## src/rtl/spi_fifo_pkg.sv

```systemverilog
package spi_fifo_pkg;
  typedef enum logic [3:0] {
    A_PARAM  = 4'd0,
    A_CTRL   = 4'd1,
    A_STAT   = 4'd2,
    A_IEN    = 4'd3,
    A_DEN    = 4'd4,
    A_FCTL   = 4'd5,
    A_FSTAT  = 4'd6,
    A_RSTAT  = 4'd7,
    A_TXDATA = 4'd8,
    A_RXDATA = 4'd9
  } reg_addr_e;

  localparam int B_EN      = 0;
  localparam int B_SRST    = 1;
  localparam int B_TXFLUSH = 8;
  localparam int B_RXFLUSH = 9;

  localparam int B_TDF  = 0;
  localparam int B_RDF  = 1;
  localparam int B_FRM  = 9;
  localparam int B_WRD  = 10;
  localparam int B_BUSY = 24;

  localparam int RXWM_LSB = 16;
endpackage

```

## src/rtl/spi_fifo_buf.sv

```systemverilog
module spi_fifo_buf #(
  parameter int W    = 32,
  parameter int LOG2 = 2,
  localparam int DEPTH = 1 << LOG2,
  localparam int CNT_W = LOG2 + 1
) (
  input  logic             clk_i,
  input  logic             rst_ni,
  input  logic             clr_i,
  input  logic             push_i,
  input  logic [W-1:0]     wdata_i,
  input  logic             pop_i,
  output logic [W-1:0]     rdata_o,
  output logic [CNT_W-1:0] count_o,
  output logic             empty_o
);
  localparam logic [CNT_W-1:0] FULL_CNT = CNT_W'(DEPTH);

  logic [W-1:0]      mem_q [DEPTH];
  logic [LOG2-1:0]   wptr_q, rptr_q;
  logic [CNT_W-1:0]  cnt_q;
  logic              push_ok, pop_ok;

  assign empty_o = (cnt_q == '0);
  assign push_ok = push_i && (cnt_q != FULL_CNT);
  assign pop_ok  = pop_i && !empty_o;
  assign count_o = cnt_q;
  assign rdata_o = empty_o ? '0 : mem_q[rptr_q];

  always_ff @(posedge clk_i or negedge rst_ni) begin
    if (!rst_ni) begin
      wptr_q <= '0;
      rptr_q <= '0;
      cnt_q  <= '0;
    end else if (clr_i) begin
      wptr_q <= '0;
      rptr_q <= '0;
      cnt_q  <= '0;
    end else begin
      if (push_ok) wptr_q <= wptr_q + 1'b1;
      if (pop_ok)  rptr_q <= rptr_q + 1'b1;
      cnt_q <= cnt_q + CNT_W'(push_ok) - CNT_W'(pop_ok);
    end
  end

  always_ff @(posedge clk_i) begin
    if (push_ok && !clr_i) mem_q[wptr_q] <= wdata_i;
  end
endmodule

```

## src/rtl/spi_fifo_sticky.sv

```systemverilog
module spi_fifo_sticky #(
  parameter int N = 2
) (
  input  logic         clk_i,
  input  logic         rst_ni,
  input  logic         wipe_i,
  input  logic [N-1:0] set_i,
  input  logic [N-1:0] w1c_i,
  output logic [N-1:0] q_o
);
  for (genvar i = 0; i < N; i++) begin : g_bit
    logic bit_q;
    always_ff @(posedge clk_i or negedge rst_ni) begin
      if (!rst_ni)        bit_q <= 1'b0;
      else if (wipe_i)    bit_q <= 1'b0;
      else if (set_i[i])  bit_q <= 1'b1;   // new event beats a same-cycle clear
      else if (w1c_i[i])  bit_q <= 1'b0;
    end
    assign q_o[i] = bit_q;
  end
endmodule

```

## src/rtl/spi_fifo_ctl.sv

```systemverilog
module spi_fifo_ctl
  import spi_fifo_pkg::*;
#(
  parameter int DW      = 32,
  parameter int TX_LOG2 = 2,
  parameter int RX_LOG2 = 2
) (
  input  logic          clk_i,
  input  logic          rst_ni,
  input  logic          reg_we_i,
  input  logic          reg_re_i,
  input  logic [3:0]    reg_addr_i,
  input  logic [DW-1:0] reg_wdata_i,
  output logic [DW-1:0] reg_rdata_o,
  output logic          eng_tx_valid_o,
  output logic [DW-1:0] eng_tx_data_o,
  input  logic          eng_tx_ready_i,
  input  logic          eng_rx_valid_i,
  input  logic [DW-1:0] eng_rx_data_i,
  input  logic          eng_busy_i,
  input  logic          eng_word_done_i,
  input  logic          eng_frame_end_i,
  output logic          irq_o,
  output logic          tx_dma_o,
  output logic          rx_dma_o
);
  localparam int TXC_W = TX_LOG2 + 1;
  localparam int RXC_W = RX_LOG2 + 1;
  localparam logic [DW-1:0] IEN_MASK =
      DW'((1 << B_TDF) | (1 << B_RDF) | (1 << B_FRM) | (1 << B_WRD));

  logic              en_q;
  logic [DW-1:0]     ien_q;
  logic [1:0]        den_q;
  logic [TXC_W-1:0]  tx_wm_q, tx_cnt;
  logic [RXC_W-1:0]  rx_wm_q, rx_cnt;
  logic              tx_empty, rx_empty;
  logic [DW-1:0]     rx_head;
  logic [1:0]        evt_q;
  logic [DW-1:0]     stat_v;
  logic              tdf, rdf;

  logic wr_ctrl, wr_stat, srst;
  assign wr_ctrl = reg_we_i && (reg_addr_i == A_CTRL);
  assign wr_stat = reg_we_i && (reg_addr_i == A_STAT);
  assign srst    = wr_ctrl && reg_wdata_i[B_SRST];

  always_ff @(posedge clk_i or negedge rst_ni) begin
    if (!rst_ni) begin
      en_q    <= 1'b0;
      ien_q   <= '0;
      den_q   <= '0;
      tx_wm_q <= '0;
      rx_wm_q <= '0;
    end else if (srst) begin
      en_q    <= 1'b0;
      ien_q   <= '0;
      den_q   <= '0;
      tx_wm_q <= '0;
      rx_wm_q <= '0;
    end else if (reg_we_i) begin
      case (reg_addr_i)
        A_CTRL: en_q  <= reg_wdata_i[B_EN];
        A_IEN:  ien_q <= reg_wdata_i & IEN_MASK;
        A_DEN:  den_q <= reg_wdata_i[1:0];
        A_FCTL: begin
          tx_wm_q <= reg_wdata_i[TXC_W-1:0];
          rx_wm_q <= reg_wdata_i[RXWM_LSB +: RXC_W];
        end
        default: ;
      endcase
    end
  end

  spi_fifo_buf #(.W(DW), .LOG2(TX_LOG2)) u_txq (
    .clk_i   (clk_i),
    .rst_ni  (rst_ni),
    .clr_i   (wr_ctrl && (reg_wdata_i[B_TXFLUSH] || reg_wdata_i[B_SRST])),
    .push_i  (reg_we_i && (reg_addr_i == A_TXDATA)),
    .wdata_i (reg_wdata_i),
    .pop_i   (eng_tx_valid_o && eng_tx_ready_i),
    .rdata_o (eng_tx_data_o),
    .count_o (tx_cnt),
    .empty_o (tx_empty)
  );

  spi_fifo_buf #(.W(DW), .LOG2(RX_LOG2)) u_rxq (
    .clk_i   (clk_i),
    .rst_ni  (rst_ni),
    .clr_i   (wr_ctrl && (reg_wdata_i[B_RXFLUSH] || reg_wdata_i[B_SRST])),
    .push_i  (eng_rx_valid_i),
    .wdata_i (eng_rx_data_i),
    .pop_i   (reg_re_i && (reg_addr_i == A_RXDATA)),
    .rdata_o (rx_head),
    .count_o (rx_cnt),
    .empty_o (rx_empty)
  );

  spi_fifo_sticky #(.N(2)) u_evt (
    .clk_i  (clk_i),
    .rst_ni (rst_ni),
    .wipe_i (srst),
    .set_i  ({eng_word_done_i, eng_frame_end_i}),
    .w1c_i  ({wr_stat && reg_wdata_i[B_WRD], wr_stat && reg_wdata_i[B_FRM]}),
    .q_o    (evt_q)
  );

  assign tdf = (tx_cnt <= tx_wm_q);
  assign rdf = (rx_cnt > rx_wm_q);

  always_comb begin
    stat_v         = '0;
    stat_v[B_TDF]  = tdf;
    stat_v[B_RDF]  = rdf;
    stat_v[B_FRM]  = evt_q[0];
    stat_v[B_WRD]  = evt_q[1];
    stat_v[B_BUSY] = eng_busy_i;
  end

  assign eng_tx_valid_o = en_q && !tx_empty;
  assign irq_o    = |(stat_v & ien_q);
  assign tx_dma_o = den_q[0] && tdf;
  assign rx_dma_o = den_q[1] && rdf;

  always_comb begin
    reg_rdata_o = '0;
    case (reg_addr_i)
      A_PARAM: begin
        reg_rdata_o[3:0]  = 4'(TX_LOG2);
        reg_rdata_o[11:8] = 4'(RX_LOG2);
      end
      A_CTRL:   reg_rdata_o[B_EN] = en_q;
      A_STAT:   reg_rdata_o = stat_v;
      A_IEN:    reg_rdata_o = ien_q;
      A_DEN:    reg_rdata_o[1:0] = den_q;
      A_FCTL: begin
        reg_rdata_o[TXC_W-1:0]          = tx_wm_q;
        reg_rdata_o[RXWM_LSB +: RXC_W]  = rx_wm_q;
      end
      A_FSTAT:  reg_rdata_o[TXC_W-1:0] = tx_cnt;
      A_RSTAT:  reg_rdata_o[1] = rx_empty;
      A_RXDATA: reg_rdata_o = rx_head;
      default:  ;
    endcase
  end
endmodule

```

## config.mk

```make
export PLATFORM = sky130hd
export DESIGN_NAME = spi_fifo_ctl
export DESIGN_NICKNAME = d
export VERILOG_FILES = /design/src/rtl/spi_fifo_pkg.sv /design/src/rtl/spi_fifo_buf.sv /design/src/rtl/spi_fifo_sticky.sv /design/src/rtl/spi_fifo_ctl.sv
export SDC_FILE = /design/constraint.sdc
export NUM_CORES = 1
export LEC_CHECK = 0
export ABC_AREA = 0
export ABC_CLOCK_PERIOD_IN_PS = 6950
export CORE_UTILIZATION = 40
export DETAILED_ROUTE_END_ITERATION = 10
export DONT_BUFFER_PORTS = 1
export HOLD_SLACK_MARGIN = 0.02
export SYNTH_ARGS = -nofsm -noshare
export SYNTH_HDL_FRONTEND = slang
export SYNTH_SLANG_ARGS = --single-unit
```

## constraint.sdc

```tcl
create_clock -name clk_i -period 6.95 [get_ports clk_i]
set_input_delay 0.695 -clock clk_i [delete_from_list [all_inputs] [get_ports clk_i]]
set_output_delay 0.695 -clock clk_i [all_outputs]
set_load 0.02 [all_outputs]
```

# ---- Word-level counts from Yosys, hierarchy flattened
# Memories as Yosys holds them, arrays and structs flattened.
# Cells that the tools add are included.
dict set report word_totals {
  memories 2
  ff_bits 57
  wordCells 127
  inputBits 77
  ramBits 256
}
dict set report op_classes {
  n_mux 46
  n_reduce_logical 44
  eq_ne 11
  order_cmp 2
  addsub 8
  n_bitwise 1
}
# name words word_bits read_ports rd_ports_with_merged_regs wr line
set mem_list {}
lappend mem_list {u_rxq.mem_q 4 32 1 0 1 spi_fifo_buf.sv:19} ;# logic [W-1:0] mem_q [DEPTH];
lappend mem_list {u_txq.mem_q 4 32 1 0 1 spi_fifo_buf.sv:19}
# cell n
set ops {}
lappend ops {{32-bit two-way mux} 5}
lappend ops {{13-bit one-hot mux with 3 select lines} 1}
lappend ops {{25-bit by 32-bit AND with 32-bit output} 1}
lappend ops {{32-bit OR reduction} 1}
lappend ops {{3-bit two-way mux} 8}
lappend ops {{2-bit two-way mux} 11}
lappend ops {{1-bit logical AND} 19}
lappend ops {{2-bit nonzero test} 9}
lappend ops {{4-bit by 3-bit equality test with 1-bit output (second input constant)} 4}
lappend ops {{4-bit one-hot mux with 2 select lines} 2}
lappend ops {{4-bit one-hot mux with 4 select lines} 1}
lappend ops {{1-bit two-way mux} 13}
lappend ops {{3-bit one-hot mux with 3 select lines} 1}
lappend ops {{2-bit by 1-bit adder with 2-bit output (second input constant)} 4}
lappend ops {{4-bit by 2-bit equality test with 1-bit output (second input constant)} 2}
lappend ops {{4-bit equality test (second input constant)} 2}
lappend ops {{1-bit one-hot mux with 8 select lines} 1}
lappend ops {{2-bit AND reduction} 4}
lappend ops {{1-bit one-hot mux with 7 select lines} 1}
lappend ops {{3-bit by 1-bit adder with 3-bit output} 2}
lappend ops {{3-bit zero test} 2}
lappend ops {{3-bit inequality test (second input constant)} 2}
lappend ops {{3-bit nonzero test} 2}
lappend ops {{3-bit by 1-bit subtractor with 3-bit output} 2}
lappend ops {{other kinds (8)} 12}

# ---- Longest topological paths before layout
# Gate-level depths: netlist of run 1.
dict set report depth {
  ltp_word 7
  depth_mapped 11
}

# ---- Modules after synthesis
# Synthesis of run 1 repeated with hierarchy kept, for this count alone.
dict set report unflattened {
  hier_cells 673
  hier_area_um2 12064.1
}
# module instances area_per_inst_um2 seq_area_each_um2 cells_each
set modules_own_cells {}
lappend modules_own_cells {spi_fifo_buf 2 5333.9 4018.9 250}
lappend modules_own_cells {spi_fifo_ctl 1 1301.2 325.3 163}
lappend modules_own_cells {spi_fifo_sticky 1 95.1 50.0 10}

# ---- Worst setup path after synthesis of run 1
# Ideal clock, no wire load.
dict set report synth_path {
  path_kind {input port to flip-flop}
  start {input port reg_addr_i[0]}
  end {register u_rxq.cnt_q[2] (netlist: u_rxq.count_o[2])}
  n_path_buf 1
  slack_ns 4.294
  arrival_time_ns 2.525
  required_time_ns 6.819
  stages 11
  setup_time_ns 0.131
  cell_sequence {buf_4 and4bb_2 and3_1 ha_1 inv_1 ha_1 inv_1 fa_1 xor2_1 xnor2_1 nor2_1}
}
dict set report synth_via {
  elab_chain_cells 5
}
# element line
set synth_rtl {}
lappend synth_rtl {{start, declared} spi_fifo_ctl.sv:12} ;# input logic [3:0] reg_addr_i,
lappend synth_rtl {{4-bit equality test} spi_fifo_ctl.sv:93} ;# .pop_i (reg_re_i && (reg_addr_i == A_RXDATA)),
lappend synth_rtl {{1-bit logical AND} spi_fifo_ctl.sv:93}
lappend synth_rtl {{1-bit logical AND} spi_fifo_buf.sv:26} ;# assign pop_ok = pop_i && !empty_o;
lappend synth_rtl {{3-bit by 1-bit subtractor with 3-bit output} spi_fifo_buf.sv:42} ;# cnt_q <= cnt_q + CNT_W'(push_ok) - CNT_W'(pop_ok);
lappend synth_rtl {{3-bit two-way mux *} spi_fifo_buf.sv:35} ;# end else if (clr_i) begin
lappend synth_rtl {{end signal, assigned} spi_fifo_buf.sv:42}
lappend synth_rtl {{end, declared} spi_fifo_buf.sv:21} ;# logic [CNT_W-1:0] cnt_q;
# Mark *: on every way between the ends. The rest lies on a longest branch, timed or not.
# A chain may end at the register's enable or synchronous reset.

# ---- Worst setup path in the final report of run 1
dict set report layout_path {
  start {register u_rxq.rptr_q[0]}
  end {output port reg_rdata_o[1]}
}
dict set report layout_via {
  elab_chain_cells 3
}
# element line
set layout_rtl {}
lappend layout_rtl {{start, declared} spi_fifo_buf.sv:20} ;# logic [LOG2-1:0] wptr_q, rptr_q;
lappend layout_rtl {{start signal, assigned} spi_fifo_buf.sv:41} ;# if (pop_ok) rptr_q <= rptr_q + 1'b1;
lappend layout_rtl {{memory 4 x 32 bit} --}
lappend layout_rtl {{32-bit two-way mux} spi_fifo_buf.sv:28} ;# assign rdata_o = empty_o ? '0 : mem_q[rptr_q];
lappend layout_rtl {{1-bit one-hot mux with 8 select lines} spi_fifo_ctl.sv:127} ;# case (reg_addr_i)
lappend layout_rtl {{end, declared} spi_fifo_ctl.sv:14} ;# output logic [DW-1:0] reg_rdata_o,
# No other way between the ends.

==> reports/metrics.csv, run 1 <==
metric,value,unit
Setup crit end kind,output port,
Cells after Synth,622,
grt peak-use layer,met2,
layout net count,723,
CP Data Arrival Time,2.59,ns
Adder-Cell Fraction of Synth Area,0.0226,
Clock Path Buffers,3,
Clock Skew,0.00803,ns
post-CTS sizing,0,
"Top FF cell, synth",edfxtp_1,
syn avg cell area,18.8,sq um
most frequent cells in the layout,"256 x edfxtp_1, 64 x mux4_2, 35 x and2_1",
maximum vdd drop,283,uV
Yosys warning count,0,
clock slew at reported path FFs,0.07,ns
RePlAce Congestion,0.814,
worst slew pin tran,1.13,ns
Synth async-reset ratio,0.102,
CTS tree,yes,
clock sinks,285,
XOR/XNOR Fraction of Synth Area,0.00673,
CP startpoint kind,flop,
"Seq/Total Area, Yosys",0.718,
Num CTS Buffers,30,
CP max stage cell,mux4_2,
largest net degree at the start of global routing,36,
wire per inst,22.4,um
Die Wd,173,um
maxcap violations,0,
status,"finished, final reports clean",
"commonest non-fill, non-tap cell in the layout",edfxtp_1,
met2 GRT Util,0.277,
GRT Overall Usage,0.157,
Die H,173,um
layout cell share with drive strength beyond 1,0.213,
minimum clock period,3.28,ns
fmax,0.305,GHz
Placement Cell Area,12000,sq um
Area Growth Syn to Fin,11.4,%
worst setup path class,flop to output port,
Crit. Startpoint,u_rxq.rptr_q[0]$_DFFE_PN0P_,
crit-path max FO,34,
final hold violation count,0,
Pre-Repair DR Iteration Count,4,
Leak,4.40,nW
hold crit path type,input port to flop,
via count,5574,
Final Power,0.00501,W
Final Cell Area,13000,sq um
period utilisation layout,0.472,
Remaining DRCs,0,
fin util,0.453,
"EDFF count, synth",256,
H-Tree Depth,1,
die area,30000,sq um
first-pass GRT wire length,35.8,mm
placed insts,976,
complex-gate fraction of the synthesized area,0.0255,
worst path cell trace,buf_4 > mux4_2 > and3_1 > a211o_1,
WL final,23.1,mm
Syn Nets,719,
simple-gate area share of the yosys netlist,0.0737,
grt ovf,0,
Critical Path RT,6.25,ns
Synth Register Bits,285,
largest family of logic cells by synthesized area,multiplexers,
Finished Layout Cells,1033,
PD cells,384,nW/um^2
GR Util met1,0.175,
Starting Density,0.407,
Seq. cell area,8420,sq um
fillers,2451,
mux cell area share after synthesis,0.130,
Cell variety after synth,52,
slew margin rel.,0.247,
Ports,145,
Slew Limit Fails,0,
port bufs,0,
# rows,62,
multi-input combinational cell area,3040,sq um
antenna violations before repair,1,
core area,28800,sq um
met3 Usage GRT,0.0624,
Final setup viols,0,
setup tns final,0,ns
hold wc startpoint,eng_rx_data_i[26],
Skew-Pair Late Insertion Delay,0.54,ns
ANT nets after route,0,
DRT iter0 DRCs,352,
DPL Wire Length,14.2,mm
Vias/cell,5.40,
Bufs and invs on worst path,1,
"Largest stage delay, worst path",0.60,ns
"delay-heaviest family, CP",multiplexers,
vias in the first global route,6058,
root buf cell,clkbuf_16,
Mapped Area,11700,sq um
RSZ-0062 raised after global routing,false,
RR Startpoint,u_txq.count_o[1]$_DFF_PN0_,
-- Yosys cell counts, types with 2 or more instances --
cell type | number | area, sq um
nor3_1 | 3 | 15.0
mux2i_1 | 4 | 40.0
and2_1 | 39 | 244
and3_1 | 31 | 194
nor2b_1 | 6 | 37.5
and4bb_1 | 2 | 25.0
clkbuf_1 | 13 | 48.8
ha_1 | 18 | 225
buf_4 | 7 | 52.6
a21oi_1 | 8 | 40.0
a22oi_1 | 2 | 15.0
xnor2_1 | 5 | 43.8
xor2_1 | 4 | 35.0
dfrtp_1 | 29 | 726
buf_6 | 4 | 45.0
a211o_1 | 2 | 17.5
nor2_1 | 20 | 75.1
or3_1 | 2 | 12.5
mux2_4 | 3 | 45.0
nor3b_1 | 3 | 22.5
a211oi_1 | 2 | 15.0
o21ai_0 | 7 | 35.0
nand3_1 | 9 | 45.0
a22o_1 | 9 | 78.8
buf_2 | 10 | 50.1
edfxtp_1 | 256 | 7690
fa_1 | 2 | 40.0
inv_1 | 19 | 71.3
nand2_1 | 15 | 56.3
and4b_1 | 2 | 20.0
mux4_2 | 64 | 1440
nand4_1 | 2 | 12.5
-- worst reg2reg max path, delay by kind of cell (launching register included) --
family	cells	cell delay, ns
buffers and inverters	2	0.09
DFF	1	0.47
adders and majority gates	3	0.77
and+or+nand+nor	3	1.38
xor gates and xnor gates	2	0.33
-- path summary, 6_finish.rpt --
kind                                                     end  slack [ns]  depth (start not counted)
worst max-delay path                          reg_rdata_o[1]        3.67                          4
worst min-delay path            u_rxq.mem_q[1][26]$_DFFE_PP_        0.24                          0
worst max register to register    u_txq.count_o[2]$_DFF_PN0_        3.77                         10
worst min register to register          ien_q[1]$_DFFE_PN0P_        0.54                          1
max in group asynchronous        u_rxq.rptr_q[0]$_DFFE_PN0P_        6.16                          2
min in group asynchronous         u_txq.count_o[1]$_DFF_PN0_        0.60                          2
-- cell type report --
cell class                 instances  area share
sequential                       285       0.645
multi-input combinational        284       0.233
inverter                          19     0.00547
timing repair buffer               6     0.00460
clock buffer                      34      0.0603
clock inverter                    20      0.0144
tap                              384      0.0368
antenna                            1    0.000192
-- flip-flops by register name (all words and copies together) (netlist names) --
| name | cells |
|---|---|
| u_rxq.mem_q | 128 |
| u_txq.mem_q | 128 |
| ien_q | 4 |
| rx_wm_q | 3 |
| tx_wm_q | 3 |
| u_rxq.count_o | 3 |
| u_txq.count_o | 3 |
| den_q | 2 |
| u_evt.g_bit.bit_q | 2 |
| u_rxq.rptr_q | 2 |
| u_rxq.wptr_q | 2 |
| u_txq.rptr_q | 2 |
| u_txq.wptr_q | 2 |
| en_q | 1 |
-- metrics by stage --
stage          setup slack, ns  hold slack, ns
2_1_floorplan             4.29           0.399
3_3_place_gp              3.81           0.401
3_5_place_dp              3.74           0.400
4_1_cts                   3.59           0.219
5_1_grt                   3.52           0.217
6_report                  3.67           0.243
-- layer usage --
layer / share of wire / up-vias / routed length [um]
met1: 0.37 / 2875 / 8640
met5: 0 / - / 0
met3: 0.096 / 43 / 2210
met4: 0.023 / 0 / 527
met2: 0.51 / 188 / 11700
li1: - / 2468 / -
-- kinds of logic (layout without fill, tap and decap cells) --
logic type / Yosys count / in the layout
AO/OA/AOI/OAI: 41 / 41
XOR/XNOR: 9 / 9
adder cells (fa/ha/maj): 20 / 20
buffers and inverters: 53 / 79
flip-flops: 285 / 285
multiplexers: 71 / 71
other: 0 / 1
AND/OR/NAND/NOR: 143 / 143
-- where the power goes --
group	switching, W	leakage (nW)	internal [W]	total (W)
Combinational	0.000751	1.25	0.000517	0.00127
Clock	0.000634	0.473	0.000923	0.00156
Sequential	0.0000880	2.68	0.00210	0.00219
Total	0.00147	4.40	0.00354	0.00501
-- what timing repair did --
item / 4_1_cts / 5_1_grt
buffers inserted: 0 / 0
hold endpoints to repair: 29 / 0
setup endpoints to repair: 0 / 0
hold buffers: 2 / 0
Power figures use the tool's default switching activity.
==> run 2: changes to the inputs <==
ABC_CLOCK_PERIOD_IN_PS = 2900   (was 6950)
clock period = 2.9 ns   (was 6.95 ns; I/O delays follow)
==> run 2 against run 1 <==
Against the previous run: global-route usage grew 1.1 points; setup slack got worse by 3.4 ns; combinational power rose to 2.6 times the previous value; cell area rose by 6.9%; total power is 140% higher; core utilization up 3.1 points; sequential power increased by 140%; via count is 7.8% higher; sequential cell count unchanged; routed wire length up 7.3%; cell count grew 8.9%; clock skew rose by 0.00058 ns; largest power group unchanged.
==> reports/metrics.csv, run 2 (same netlist as run 1, synthesis figures left out) <==
metric,value,unit
worst setup path class,flop to output port,
Net Sw Frac,0.293,
CP Data Arrival Time,2.32,ns
port bufs,0,
via count,6009,
Seq. cell area,8420,sq um
multi-input combinational cell area,3040,sq um
die area,30000,sq um
"delay-heaviest family, CP",simple AND/OR/NAND/NOR gates,
Clock Path Buffers,3,
"commonest non-fill, non-tap cell in the layout",edfxtp_1,
antenna violations before repair,0,
Final setup viols,0,
hold crit path type,input port to flop,
Die Wd,173,um
Vias/cell,5.34,
Leak,4.80,nW
vias in the first global route,6648,
slew margin rel.,0.567,
PD cells,879,nW/um^2
RR Startpoint,u_rxq.count_o[2]$_DFF_PN0_,
largest registers,"u_rxq.mem_q: 128 flops, u_txq.mem_q: 128 flops, ien_q: 4 flops",
FF-to-FF End,u_rxq.count_o[2]$_DFF_PN0_,
Worst Hold End,u_evt.g_bit[0].bit_q$_DFFE_PN0P_,
grt ovf,0,
setup tns final,0,ns
core area,28800,sq um
Remaining DRCs,0,
hold depth,2,
ANT nets after route,0,
CP max stage cell,dfrtp_1,
Num CTS Buffers,30,
register-to-register setup slack,0.40,ns
layout cell share with drive strength beyond 1,0.201,
RePlAce Congestion,0.817,
final setup margin,0.290,ns
GRT Overall Usage,0.168,
Bufs and invs on worst path,1,
Area Growth Syn to Fin,19.1,%
first-pass GRT wire length,38.7,mm
fillers,2393,
final hold violation count,0,
maximum vdd drop,530,uV
CTS tree,yes,
Critical Path RT,2.61,ns
layout net count,816,
WL final,24.8,mm
FF-to-FF path depth,10,
worst path cell trace,or3_1 > buf_4 > and2_4 > a22oi_2 > o211ai_1,
maxcap violations,0,
RSZ-0062 raised after global routing,false,
fmax,0.383,GHz
DRT iter0 DRCs,437,
CP startpoint kind,flop,
most frequent cells in the layout,"256 x edfxtp_1, 76 x dlygate4sd3_1, 64 x mux4_2",
minimum clock period,2.61,ns
clock sinks,285,
# rows,62,
clock group share of total power,0.300,
Slew Limit Fails,0,
Die H,173,um
status,"finished, final reports clean",
Skew-Pair Late Insertion Delay,0.54,ns
"Largest stage delay, worst path",0.42,ns
pre-CTS WS,0.393,ns
wire per inst,22.0,um
Pre-Repair DR Iteration Count,5,
internal power,0.00867,W
Setup crit end kind,output port,
largest net degree at the start of global routing,35,
period utilisation layout,0.900,
root buf cell,clkbuf_16,
worst slew pin tran,0.643,ns
Seq pwr share,0.435,
H-Tree Depth,1,
Ports,145,
clock slew at reported path FFs,0.06,ns
n_diodes,0,
"Setup Fix Bufs, Post-CTS",0,
crit-path max FO,27,
Starting Density,0.407,
combinational share of power,0.265,
P_sw,0.00360,W
DPL Wire Length,15.2,mm
hold wc startpoint,eng_frame_end_i,
Clock Skew,0.00860,ns
## run 2: cell types whose count changed in the layout (fill, tap and decap cells not counted), moves of 3 or more
cell / before / now
buf_12: 1 / 4
clkbuf_1: 3 / 10
dlygate4sd3_1: 1 / 76
buf_4: 4 / 19
clkinv_2: 6 / 3
## run 2: worst max-delay path by stage
stage / startpoint / end / slack [ns] / depth (start not counted)
2_1_floorplan: u_txq.count_o[1]$_DFF_PN0_ / u_txq.count_o[2]$_DFF_PN0_ / 0.44 / 11
3_3_place_gp: u_txq.count_o[1]$_DFF_PN0_ / u_txq.count_o[2]$_DFF_PN0_ / 0.49 / 10
4_1_cts: u_rxq.rptr_q[0]$_DFFE_PN0P_ / reg_rdata_o[24] / 0.22 / 3
3_5_place_dp: u_rxq.count_o[2]$_DFF_PN0_ / u_rxq.count_o[2]$_DFF_PN0_ / 0.39 / 10
5_1_grt: u_txq.rptr_q[0]$_DFFE_PN0P_ / eng_tx_data_o[29] / 0.16 / 3
6_report: u_rxq.count_o[2]$_DFF_PN0_ / reg_rdata_o[0] / 0.29 / 5
## run 2: power by group through the flow
stage / clock [W] / sequential, W / combinational (W)
2_1_floorplan: 0 / 0.00525 / 0.00260
6_report: 0.00368 / 0.00533 / 0.00325
5_1_grt: 0.00392 / 0.00539 / 0.00354
4_1_cts: 0.00377 / 0.00535 / 0.00334
3_5_place_dp: 0 / 0.00543 / 0.00318
3_3_place_gp: 0 / 0.00539 / 0.00311
## run 2: area by class of cell
| type | instances | share of cell area |
|---|---|---|
| timing repair buffer | 99 | 0.0705 |
| tap | 384 | 0.0344 |
| clock inverter | 13 | 0.0100 |
| inverter | 19 | 0.00511 |
| multi-input combinational | 284 | 0.218 |
| sequential | 285 | 0.603 |
| clock buffer | 41 | 0.0583 |
## run 2: what timing repair did
| action | 4_1_cts | 5_1_grt |
|---|---|---|
| endpoints found under the hold margin | 302 | 0 |
| hold buffers | 77 | 0 |
| resized for setup | 0 | 0 |
## run 2: through the flow
stage	cells	power [W]	hold WS [ns]	util	instance area (sq um)
floorplan	622	0.00785	-0.00559	-	11700
global placement	994	0.00849	-0.00402	0.424	12200
detailed placement	994	0.00861	-0.00378	0.424	12200
CTS	1125	0.0125	0.0364	0.485	13900
global route	1125	0.0128	0.0603	0.485	13900
finish	1125	0.0123	0.0750	0.485	13900
## run 2: layer usage
metal / share of wire / track usage / routed length (um)
met4: 0.030 / 0.0535 / 751
met3: 0.058 / 0.0376 / 1440
met5: 0 / 0 / 0
met1: 0.39 / 0.201 / 9730
met2: 0.52 / 0.300 / 12900
